**src/rtl/usb_irq_pkg.sv**
```systemverilog
// Package: shared counts, source index layout and register address codes
// for the vectored USB interrupt controller.
package usb_irq_pkg;
    localparam int NUM_GLOBAL = 5;
    localparam int ADDR_W     = 3;

    // Register address map seen by software.
    typedef enum logic [ADDR_W-1:0] {
        RA_GLB_REQ = 3'd0,
        RA_GLB_EN  = 3'd1,
        RA_IN_REQ  = 3'd2,
        RA_IN_EN   = 3'd3,
        RA_OUT_REQ = 3'd4,
        RA_OUT_EN  = 3'd5
    } reg_addr_e;
endpackage

```
**src/rtl/irq_latch_bank.sv**
```systemverilog
// Module: irq_latch_bank
// One group of request latches with enable bits.
// - Set inputs win over software clears arriving in the same cycle.
// - Request writes are write-one-to-clear; enable writes load the value.
// Assumes single-cycle write strobes and synchronous active-low reset.
module irq_latch_bank #(
    parameter int W      = 8,
    parameter int DATA_W = 8
) (
    input  logic              clk,
    input  logic              rst_n,
    input  logic [W-1:0]      set_i,
    input  logic              clr_we,
    input  logic              en_we,
    input  logic [DATA_W-1:0] wdata,
    output logic [W-1:0]      req_o,
    output logic [W-1:0]      en_o
);
    logic [W-1:0] clr_mask;

    // Select the bits a clearing write targets.
    always_comb begin
        clr_mask = clr_we ? wdata[W-1:0] : '0;
    end

    // Request latches: clear first, then OR in new events.
    always_ff @(posedge clk) begin
        if (!rst_n) req_o <= '0;
        else        req_o <= (req_o & ~clr_mask) | set_i;
    end

    // Enable register: plain load on write.
    always_ff @(posedge clk) begin
        if (!rst_n)     en_o <= '0;
        else if (en_we) en_o <= wdata[W-1:0];
    end
endmodule

```
**src/rtl/busy_fall_detect.sv**
```systemverilog
// Module: busy_fall_detect
// Produces a one-cycle pulse when a busy level goes from 1 to 0.
// The history register takes the live level during reset, so a level
// that is already low when reset ends produces no pulse.
module busy_fall_detect #(
    parameter int W = 8
) (
    input  logic         clk,
    input  logic         rst_n,
    input  logic [W-1:0] busy_i,
    output logic [W-1:0] fall_o
);
    logic [W-1:0] busy_q;

    // Remember the previous busy level.
    always_ff @(posedge clk) begin
        busy_q <= busy_i;
    end

    // Flag bits that were busy and now are not, gated by reset.
    always_comb begin
        fall_o = rst_n ? (busy_q & ~busy_i) : '0;
    end
endmodule

```
**src/rtl/irq_prio_enc.sv**
```systemverilog
// Module: irq_prio_enc
// Fixed-priority encoder: the lowest index among active inputs wins.
// The vector output is four times the winning index and is 0 when
// nothing is active. Purely combinational.
module irq_prio_enc #(
    parameter int N     = 21,
    parameter int VEC_W = 8
) (
    input  logic [N-1:0]     act_i,
    output logic             any_o,
    output logic [VEC_W-1:0] vec_o
);
    localparam int IDX_W = VEC_W - 2;

    logic [IDX_W-1:0] win_idx;

    // Scan downward so the lowest active index is the last one assigned.
    always_comb begin
        win_idx = '0;
        for (int i = N - 1; i >= 0; i--) begin
            if (act_i[i]) win_idx = IDX_W'(i);
        end
    end

    // Form the interrupt line and the four-byte-spaced vector.
    always_comb begin
        any_o = |act_i;
        vec_o = {win_idx, 2'b00};
    end
endmodule

```
**src/rtl/usb_irq_vectorizer.sv**
```systemverilog
// Module: usb_irq_vectorizer (top)
// Merges five global USB events and sixteen bulk endpoint events into one
// interrupt line plus a jump-table vector. Assumes global events arrive as
// one-cycle pulses and endpoint busy flags as levels.
module usb_irq_vectorizer
    import usb_irq_pkg::*;
#(
    parameter int DATA_W   = 8,
    parameter int EP_COUNT = 8,
    parameter int VEC_W    = 8
) (
    input  logic                  clk,
    input  logic                  rst_n,
    input  logic                  wr_en,
    input  logic [ADDR_W-1:0]     wr_addr,
    input  logic [DATA_W-1:0]     wr_data,
    input  logic [ADDR_W-1:0]     rd_addr,
    output logic [DATA_W-1:0]     rd_data,
    input  logic [NUM_GLOBAL-1:0] glob_evt,
    input  logic [EP_COUNT-1:0]   in_busy,
    input  logic [EP_COUNT-1:0]   out_busy,
    output logic                  irq,
    output logic [VEC_W-1:0]      vec
);
    localparam int NUM_SRC = NUM_GLOBAL + 2 * EP_COUNT;

    logic [NUM_GLOBAL-1:0] glb_req, glb_en;
    logic [EP_COUNT-1:0]   in_req, in_en, out_req, out_en;
    logic [EP_COUNT-1:0]   in_fall, out_fall;
    logic [NUM_SRC-1:0]    req_all, en_all, act_all;

    // Decode write strobes per register.
    logic we_glb_req, we_glb_en, we_in_req, we_in_en, we_out_req, we_out_en;
    always_comb begin
        we_glb_req = wr_en && (wr_addr == RA_GLB_REQ);
        we_glb_en  = wr_en && (wr_addr == RA_GLB_EN);
        we_in_req  = wr_en && (wr_addr == RA_IN_REQ);
        we_in_en   = wr_en && (wr_addr == RA_IN_EN);
        we_out_req = wr_en && (wr_addr == RA_OUT_REQ);
        we_out_en  = wr_en && (wr_addr == RA_OUT_EN);
    end

    busy_fall_detect #(.W(EP_COUNT)) u_in_fall (
        .clk(clk), .rst_n(rst_n), .busy_i(in_busy), .fall_o(in_fall)
    );
    busy_fall_detect #(.W(EP_COUNT)) u_out_fall (
        .clk(clk), .rst_n(rst_n), .busy_i(out_busy), .fall_o(out_fall)
    );

    irq_latch_bank #(.W(NUM_GLOBAL), .DATA_W(DATA_W)) u_glb (
        .clk(clk), .rst_n(rst_n), .set_i(glob_evt),
        .clr_we(we_glb_req), .en_we(we_glb_en), .wdata(wr_data),
        .req_o(glb_req), .en_o(glb_en)
    );
    irq_latch_bank #(.W(EP_COUNT), .DATA_W(DATA_W)) u_in (
        .clk(clk), .rst_n(rst_n), .set_i(in_fall),
        .clr_we(we_in_req), .en_we(we_in_en), .wdata(wr_data),
        .req_o(in_req), .en_o(in_en)
    );
    irq_latch_bank #(.W(EP_COUNT), .DATA_W(DATA_W)) u_out (
        .clk(clk), .rst_n(rst_n), .set_i(out_fall),
        .clr_we(we_out_req), .en_we(we_out_en), .wdata(wr_data),
        .req_o(out_req), .en_o(out_en)
    );

    // Concatenate sources in priority order: globals, IN, OUT.
    always_comb begin
        req_all = {out_req, in_req, glb_req};
        en_all  = {out_en,  in_en,  glb_en};
        act_all = req_all & en_all;
    end

    irq_prio_enc #(.N(NUM_SRC), .VEC_W(VEC_W)) u_prio (
        .act_i(act_all), .any_o(irq), .vec_o(vec)
    );

    // Read mux for the software register port.
    always_comb begin
        case (rd_addr)
            RA_GLB_REQ: rd_data = DATA_W'(glb_req);
            RA_GLB_EN:  rd_data = DATA_W'(glb_en);
            RA_IN_REQ:  rd_data = DATA_W'(in_req);
            RA_IN_EN:   rd_data = DATA_W'(in_en);
            RA_OUT_REQ: rd_data = DATA_W'(out_req);
            RA_OUT_EN:  rd_data = DATA_W'(out_en);
            default:    rd_data = '0;
        endcase
    end
endmodule

```
**config.mk**
```make
export PLATFORM = sky130hd
export DESIGN_NAME = usb_irq_vectorizer
export DESIGN_NICKNAME = d
export VERILOG_FILES = /design/src/rtl/usb_irq_pkg.sv /design/src/rtl/irq_latch_bank.sv /design/src/rtl/busy_fall_detect.sv /design/src/rtl/irq_prio_enc.sv /design/src/rtl/usb_irq_vectorizer.sv
export SDC_FILE = /design/constraint.sdc
export NUM_CORES = 1
export LEC_CHECK = 0
export ABC_AREA = 1
export CAP_MARGIN = 40
export CORE_ASPECT_RATIO = 1.5
export CORE_MARGIN = 10
export CORE_UTILIZATION = 25
export DETAILED_ROUTE_END_ITERATION = 8
export DONT_BUFFER_PORTS = 1
export PLACE_DENSITY = 0.43
export SLEW_MARGIN = 20
export SYNTH_ARGS = -nofsm -noshare
export SYNTH_HDL_FRONTEND = slang
export SYNTH_SLANG_ARGS = --single-unit
export TNS_END_PERCENT = 30
```
**constraint.sdc**
```tcl
create_clock -name clk -period 3 [get_ports clk]
set_input_delay 0.45 -clock clk [delete_from_list [all_inputs] [get_ports clk]]
set_output_delay 0.45 -clock clk [all_outputs]
set_load 0.005 [all_outputs]
```
==> results of run 1 <==
cell usage in the layout (no fill, tap or decap):
cell,synthesis,final
a31oi_1,2,2
clkinv_1,1,1
a22oi_1,1,1
nand2_4,3,3
conb_1,1,3
inv_1,51,51
a21oi_2,1,1
nand2_1,81,81
a21boi_0,2,2
clkbuf_16,0,9
nor3_1,3,3
o2111ai_1,7,7
bufinv_16,0,2
nand4_1,3,3
nand3_1,12,12
a221oi_1,4,4
buf_4,3,1
a21oi_1,44,44
inv_2,2,2
o21bai_1,1,1
o21ai_0,44,44
dfxtp_1,58,58
clkbuf_8,0,2
clkbuf_1,6,2
nor2_1,17,17
where the power goes:
group	switching [mW]	total [mW]	leakage, nW	internal, mW
logic	0.0798	0.120	0.726	0.0398
clock network	0.332	1.10	0.156	0.767
registers	0.0303	0.844	0.480	0.814
total	0.442	2.06	1.36	1.62
synthesized netlist by cell type:
| master | number | area, µm² |
|---|---|---|
| a21boi_0 | 2 | 15.0 |
| a21oi_1 | 44 | 220 |
| a21oi_2 | 1 | 8.76 |
| a221oi_1 | 4 | 35.0 |
| a22oi_1 | 1 | 7.51 |
| a31oi_1 | 2 | 12.5 |
| buf_2 | 2 | 10.0 |
| buf_4 | 3 | 22.5 |
| clkbuf_1 | 6 | 22.5 |
| clkinv_1 | 1 | 3.75 |
| conb_1 | 1 | 3.75 |
| dfxtp_1 | 58 | 1160 |
| inv_1 | 51 | 191 |
| inv_2 | 2 | 7.51 |
| nand2_1 | 81 | 304 |
| nand2_4 | 3 | 33.8 |
| nand3_1 | 12 | 60.1 |
| nand4_1 | 3 | 18.8 |
| nor2_1 | 17 | 63.8 |
| nor3_1 | 3 | 15.0 |
| o2111ai_1 | 7 | 61.3 |
| o21ai_0 | 44 | 220 |
| o21bai_1 | 1 | 7.51 |
area by class of cell:
cell class	count	area share
clock buffer	13	0.0888
clock inverter	2	0.0205
inverter	54	0.0692
multi-input combinational	228	0.374
sequential	58	0.396
tap	115	0.0491
timing repair buffer	1	0.00256
registers in the layout, summed over array words and instances, names as in the netlist:
name and cells:
u_glb.en_o 5, u_glb.req_o 5, u_in.en_o 8, u_in.req_o 8, u_in_fall.busy_q 8, u_out.en_o 8, u_out.req_o 8, u_out_fall.busy_q 8
logic make-up (layout without fill, tap and decap cells):
family          after synthesis  after routing  share of synthesized area
flops                        58             58                      0.463
buf+inv                      65             70                      0.103
simple gates                119            119                      0.198
other cells                   1              3                    0.00150
compound gates              106            106                      0.235
worst paths after layout:
| check | end | slack, ps | cells after the start |
|---|---|---|---|
| max | vec[2] | 740 | 20 |
| min | u_in_fall.busy_q[7]$_DFF_P_ | 150 | 0 |
| max reg2reg | u_glb.req_o[4]$_SDFF_PN0_ | 2280 | 2 |
| min reg2reg | u_out.req_o[3]$_SDFF_PN0_ | 440 | 2 |
per-stage QoR:
step	std cells	area, µm²	setup WS (ps)
finish	471	2930	736
global route	471	2930	465
CTS	471	2930	695
detailed placement	456	2610	1020
global placement	456	2610	997
floorplan	351	2510	1230
per-layer routing:
| metal | track usage | vias up | part of all wire |
|---|---|---|---|
| met5 | 0 | - | 0 |
| met4 | 0.0529 | 0 | 0.016 |
| met3 | 0.0430 | 8 | 0.066 |
| met2 | 0.190 | 53 | 0.52 |
| met1 | 0.115 | 987 | 0.40 |
| li1 | - | 1150 | - |
worst max-delay path, stage by stage (launching register included):
cell and delay, ps:
dfxtp_1 350, nand2_1 80, inv_1 50, nand2_1 40, nand2_1 50, nand2_1 50
nand2_1 50, nand2_1 40, nand2_1 60, nand2_1 50, nand2_1 50, nand2_1 50
nand2_1 50, nand2_1 60, nand2_1 60, nand2_1 50, nand2_1 50, nand2_1 40
nand2_1 50, nand2_1 60, a21oi_2 150
==> results by group, run 1 <==
Pwr
  • Max VDD drop: 0.267 mV
  • PwrDens: 704 nW/µm²
  • Leakage: 1.36 nW
  • Total power: 2.06 mW

Critical path
  • Setup CP Type: reg2out
  • Critical Path AT: 1810 ps
  • FF-to-FF Start: u_glb.req_o[4]$_SDFF_PN0_
  • Critical path required time: 2550 ps
  • Worst Setup SP: u_out.req_o[6]$_SDFF_PN0_
  • Worst-path fanout max: 3
  • Startpoint Class: register
  • Worst Setup End Kind: output port

GRT
  • Global-route wire length before repair: 11800 µm
  • Total track usage: 0.111
  • Vias in the first global route: 2159
  • GRT overflow: 0
  • Largest net degree at the start of global routing: 23
  • Initial antenna violation count: 0

Floorplan
  • Die W: 102 µm
  • Row cnt: 44
  • Full die area: 14500 µm²
  • Die height: 143 µm
  • Initial core utilization: 0.257
  • Ports: 55
  • Placeable Area: 9740 µm²

Synthesis
  • Sequential area share after synthesis: 0.463
  • Distinct cells, synth: 23
  • YS warnings: 0
  • Syn Inst Count: 349
  • Register bit total from synthesis: 58
  • Synthesized area: 2510 µm²
  • Syn Area/Cell: 7.18 µm²

Placed design
  • RePlAce Congestion: 0.843
  • DP HPWL: 6140 µm
  • PortBufs: 0

Layout
  • Multi-input gate area: 1090 µm²
  • Diodes inserted: 0
  • Nets: 390
  • Layout cells sized above 1: 0.0562
  • Filler Cells Inserted: 1073
  • Seq. cell area: 1160 µm²
  • Area grow syn2layout: 16.9%
  • Fin util: 0.301

Status
  • Status: complete, no violations

CTS
  • Root Driver: clkbuf_16
  • Hold buffers post-CTS: 0
  • TritonCTS clock tree: done
  • Post-cts sizing count: 0
  • Total CTS buffers: 9
  • Worst-case clock buffer depth: 2
  • Clock Pin Slew Worst Setup and Hold Paths: 50 ps
  • H-Tree Level Count: 3
  • Post-CTS setup buffers: 0
  • Num Clock Sinks: 58
  • Worst skew pair latency: 320 ps

STA
  • Worst slew pin tran: 745 ps
  • Final worst path period need: 2260 ps
  • Clock skew: 4.73 ps
  • Count of final setup violators: 0
  • Final Max Slew Viols: 0
  • Max frequency: 0.442 GHz
  • RSZ-0062 raised after global routing: false
  • Max_slew headroom: 0.499
  • Setup TNS Final: 0 ps
  • Final worst path period share: 0.755
  • Final Hold Fails: 0
  • Final hold slack: 146 ps

Route
  • Initial DRC count: 92
  • DRC Markers: 0
  • Routed WL per cell: 16.5 µm
  • Via count of the routed design: 2198
  • Routed Antenna Nets: 0
  • Via density: 4.67
  • DRT Wirelength: 7760 µm
  • Drt pass-1 iters: 4

Min path
  • HP Class: in2reg
  • Hold Startpoint: in_busy[7]

Run
  • MaxCap Viol Count: 0
(Power assumes the default switching activity.)
==> inputs of run 2 (changes only) <==
Clock period 3 ns to 2.1 ns, I/O delays scaled along.
==> run 2 against run 1 <==
Compared with the run above: wire length rose by 2.2%; first-iteration DRC count rose by 55%; clock-buffer cell count rose by 1; power rose by 33%; non-clock buffer count rose by 7; sequential power rose by 42%; critical endpoint unchanged.
==> results by group, run 2 (synthesis gave the netlist of run 1 again) <==
Layout
  • Final cell count without fillers: 479 (+1.7%)
  • Diodes inserted: 0 (unchanged)
  • Layout cells sized above 1: 0.0852 (+0.0290)
  • Fin area: 2960 µm² (+1.2%)
  • Commonest non-fill, non-tap cell in the layout: nand2_1
  • Filler Cells Inserted: 1057 (-1.5%)
  • Area grow syn2layout: 18.3%
  • Most frequent cells in the layout: 78 x nand2_1, 56 x dfxtp_1, 50 x inv_1
  • Nets: 397 (+1.8%)

Floorplan
  • Ports: 55 (unchanged)
  • Full die area: 14500 µm² (unchanged)
  • Initial core utilization: 0.257 (unchanged)
  • Die W: 102 µm (unchanged)
  • Row cnt: 44 (unchanged)
  • Placeable Area: 9740 µm² (unchanged)
  • Die height: 143 µm (unchanged)

STA
  • Clock skew: 6.14 ps (+1.41 ps)
  • RSZ-0062 raised after global routing: true
  • Final WS setup: 37.5 ps (-698 ps)
  • Final Max Slew Viols: 0 (unchanged)
  • Final worst path period share: 0.982
  • Final hold slack: 17.5 ps (-128 ps)
  • Max frequency: 0.485 GHz
  • Max_slew headroom: 0.545 (+0.0461)
  • Count of final setup violators: 0 (unchanged)
  • Final Hold Fails: 0 (unchanged)
  • Worst slew pin tran: 681 ps (-64.2 ps)
  • Final worst path period need: 2060 ps

Route
  • Via count of the routed design: 2291 (+4.2%)
  • DRT Wirelength: 7940 µm (+2.2%)
  • Drt pass-1 iters: 4 (unchanged)
  • Via density: 4.78 (+2.5%)
  • Routed WL per cell: 16.6 µm (+0.53%)
  • Routed Antenna Nets: 0 (unchanged)
  • DRC Markers: 0 (unchanged)
  • Initial DRC count: 143 (+55%)

CTS
  • Num Clock Sinks: 58 (unchanged)
  • Worst-case clock buffer depth: 2 (unchanged)
  • TritonCTS clock tree: done
  • Worst skew pair latency: 320 ps (about the same)
  • Total CTS buffers: 9 (unchanged)
  • Root Driver: clkbuf_16
  • Clock Pin Slew Worst Setup and Hold Paths: 50 ps (about the same)
  • H-Tree Level Count: 3 (unchanged)

Status
  • Status: complete, no violations

Critical path
  • Worst Setup End Kind: output port
  • Worst-path fanout max: 3 (unchanged)
  • Setup CP Type: reg2out
  • Startpoint Class: register
  • Critical Path AT: 1750 ps (-60 ps)
  • Path depth of the worst reg2reg path: 3 (+1)
  • R2R Setup Slk: 1360 ps (-920 ps)
  • Cell mode on critical path: nand2_1
  • Critical Path, Cell by Cell: nand2_4 -> nand2_1 -> nand2_1 -> nand2_1 -> nand2_1 -> nand2_1 -> nand2_1 -> nand2_1 -> nand2_1 -> nand2_1 -> nand2_1 -> nand2_1 -> nand2_1 -> nand2_1 -> nand2_1 -> nand2_1 -> nand2_1 -> a21oi_2
  • CP peak stage delay: 390 ps (+40 ps)
  • Delay-heaviest family, CP: simple AND/OR/NAND/NOR gates
  • WP buf/inv: 0 (-1)
  • CP max stage cell: dfxtp_1
  • RR Endpoint: u_out.req_o[6]$_SDFF_PN0_
  • FF-to-FF Start: u_out.req_o[6]$_SDFF_PN0_
  • Critical path required time: 1780 ps (-770 ps)

GRT
  • Met2 global-route usage: 0.196 (+0.00546)
  • Initial antenna violation count: 0 (unchanged)
  • Vias in the first global route: 2324 (+7.6%)
  • Total track usage: 0.113 (+0.00202)
  • GRT overflow: 0 (unchanged)
  • Largest net degree at the start of global routing: 23 (unchanged)
  • M1 GR Usage: 0.115 (+0.000663)
  • Met3 GRT Util: 0.0406 (-0.00242)
  • Most Crowded Layer GR: met2
  • Global-route wire length before repair: 12200 µm (+3.4%)

Pwr
  • Max VDD drop: 0.398 mV (+49%)
  • PwrDens: 927 nW/µm² (+32%)
  • Leakage: 1.38 nW (+1.5%)

Placed design
  • DP HPWL: 6230 µm (+1.4%)
  • Place WS: 335 ps (-682 ps)
  • RePlAce Congestion: 0.846 (+0.40%)
  • PortBufs: 0 (unchanged)
  • DP Cell Count: 459 (+0.66%)
  • Post-place instance area: 2630 µm² (+0.86%)

Min path
  • Hold Startpoint: in_busy[6]
  • HP Class: in2reg
  • Hold worst-path end: u_in_fall.busy_q[6]$_DFF_P_
  • Worst Hold Path Cells: 0 (unchanged)

Run
  • MaxCap Viol Count: 0 (unchanged)
==> run 2: routing by layer <==
metal  share of wire  vias to the layer above
li1                -                     1166
met5               0                        -
met2            0.51                       59
met1            0.39                     1051
met4           0.030                        0
met3           0.070                       15
==> run 2: cell type report <==
cell class,count,area (µm²),share of cell area
sequential,58,1160,0.393
multi-input combinational,228,1100,0.372
clock buffer,14,274,0.0924
inverter,54,203,0.0684
tap,115,144,0.0485
timing repair buffer,8,67.6,0.0228
clock inverter,2,10.0,0.00338
==> run 2: stage by stage <==
| step | utilization | TNS (ps) | total power [mW] |
|---|---|---|---|
| floorplan | - | 0 | 1.35 |
| global placement | 0.270 | 0 | 1.40 |
| finish | 0.304 | 0 | 2.75 |
| detailed placement | 0.270 | 0 | 1.40 |
| CTS | 0.304 | -4.83 | 2.79 |
| global route | 0.304 | -183 | 2.88 |
==> run 2: timing repair <==
action                     4_1_cts  5_1_grt
hold endpoints to repair         3        0
gates resized for setup          3        3
gates cloned                     0        0
setup endpoints to repair        1        1
pin swaps                        1        3
buffers inserted                 1        0
hold buffers                     3        0
==> run 2: report_power, final <==
part           leakage [nW]  switching [mW]  internal [mW]  total [mW]
registers             0.481          0.0412           1.16        1.20
clock network         0.143           0.472          0.889        1.36
logic                 0.759           0.118         0.0646       0.182
==> run 2: worst max-delay path by stage <==
| stage | slack [ps] | to | start | depth (start not counted) |
|---|---|---|---|---|
| floorplan | 520 | vec[2] | u_out.req_o[6]$_SDFF_PN0_ | 20 |
| global placement | 330 | vec[2] | u_out.req_o[6]$_SDFF_PN0_ | 20 |
| detailed placement | 330 | vec[2] | u_out.req_o[6]$_SDFF_PN0_ | 20 |
| CTS | -5 | vec[2] | u_out.en_o[6]$_SDFFE_PN0P_ | 20 |
| global route | -180 | vec[2] | u_out.en_o[6]$_SDFFE_PN0P_ | 20 |
| finish | 40 | vec[2] | u_out.en_o[4]$_SDFFE_PN0P_ | 18 |
==> run 2: worst register-to-register path, delay by kind of cell, from the launching register on <==
kind            cells  cell delay [ps]
flops               1              320
buf+inv             1              130
compound gates      2              150
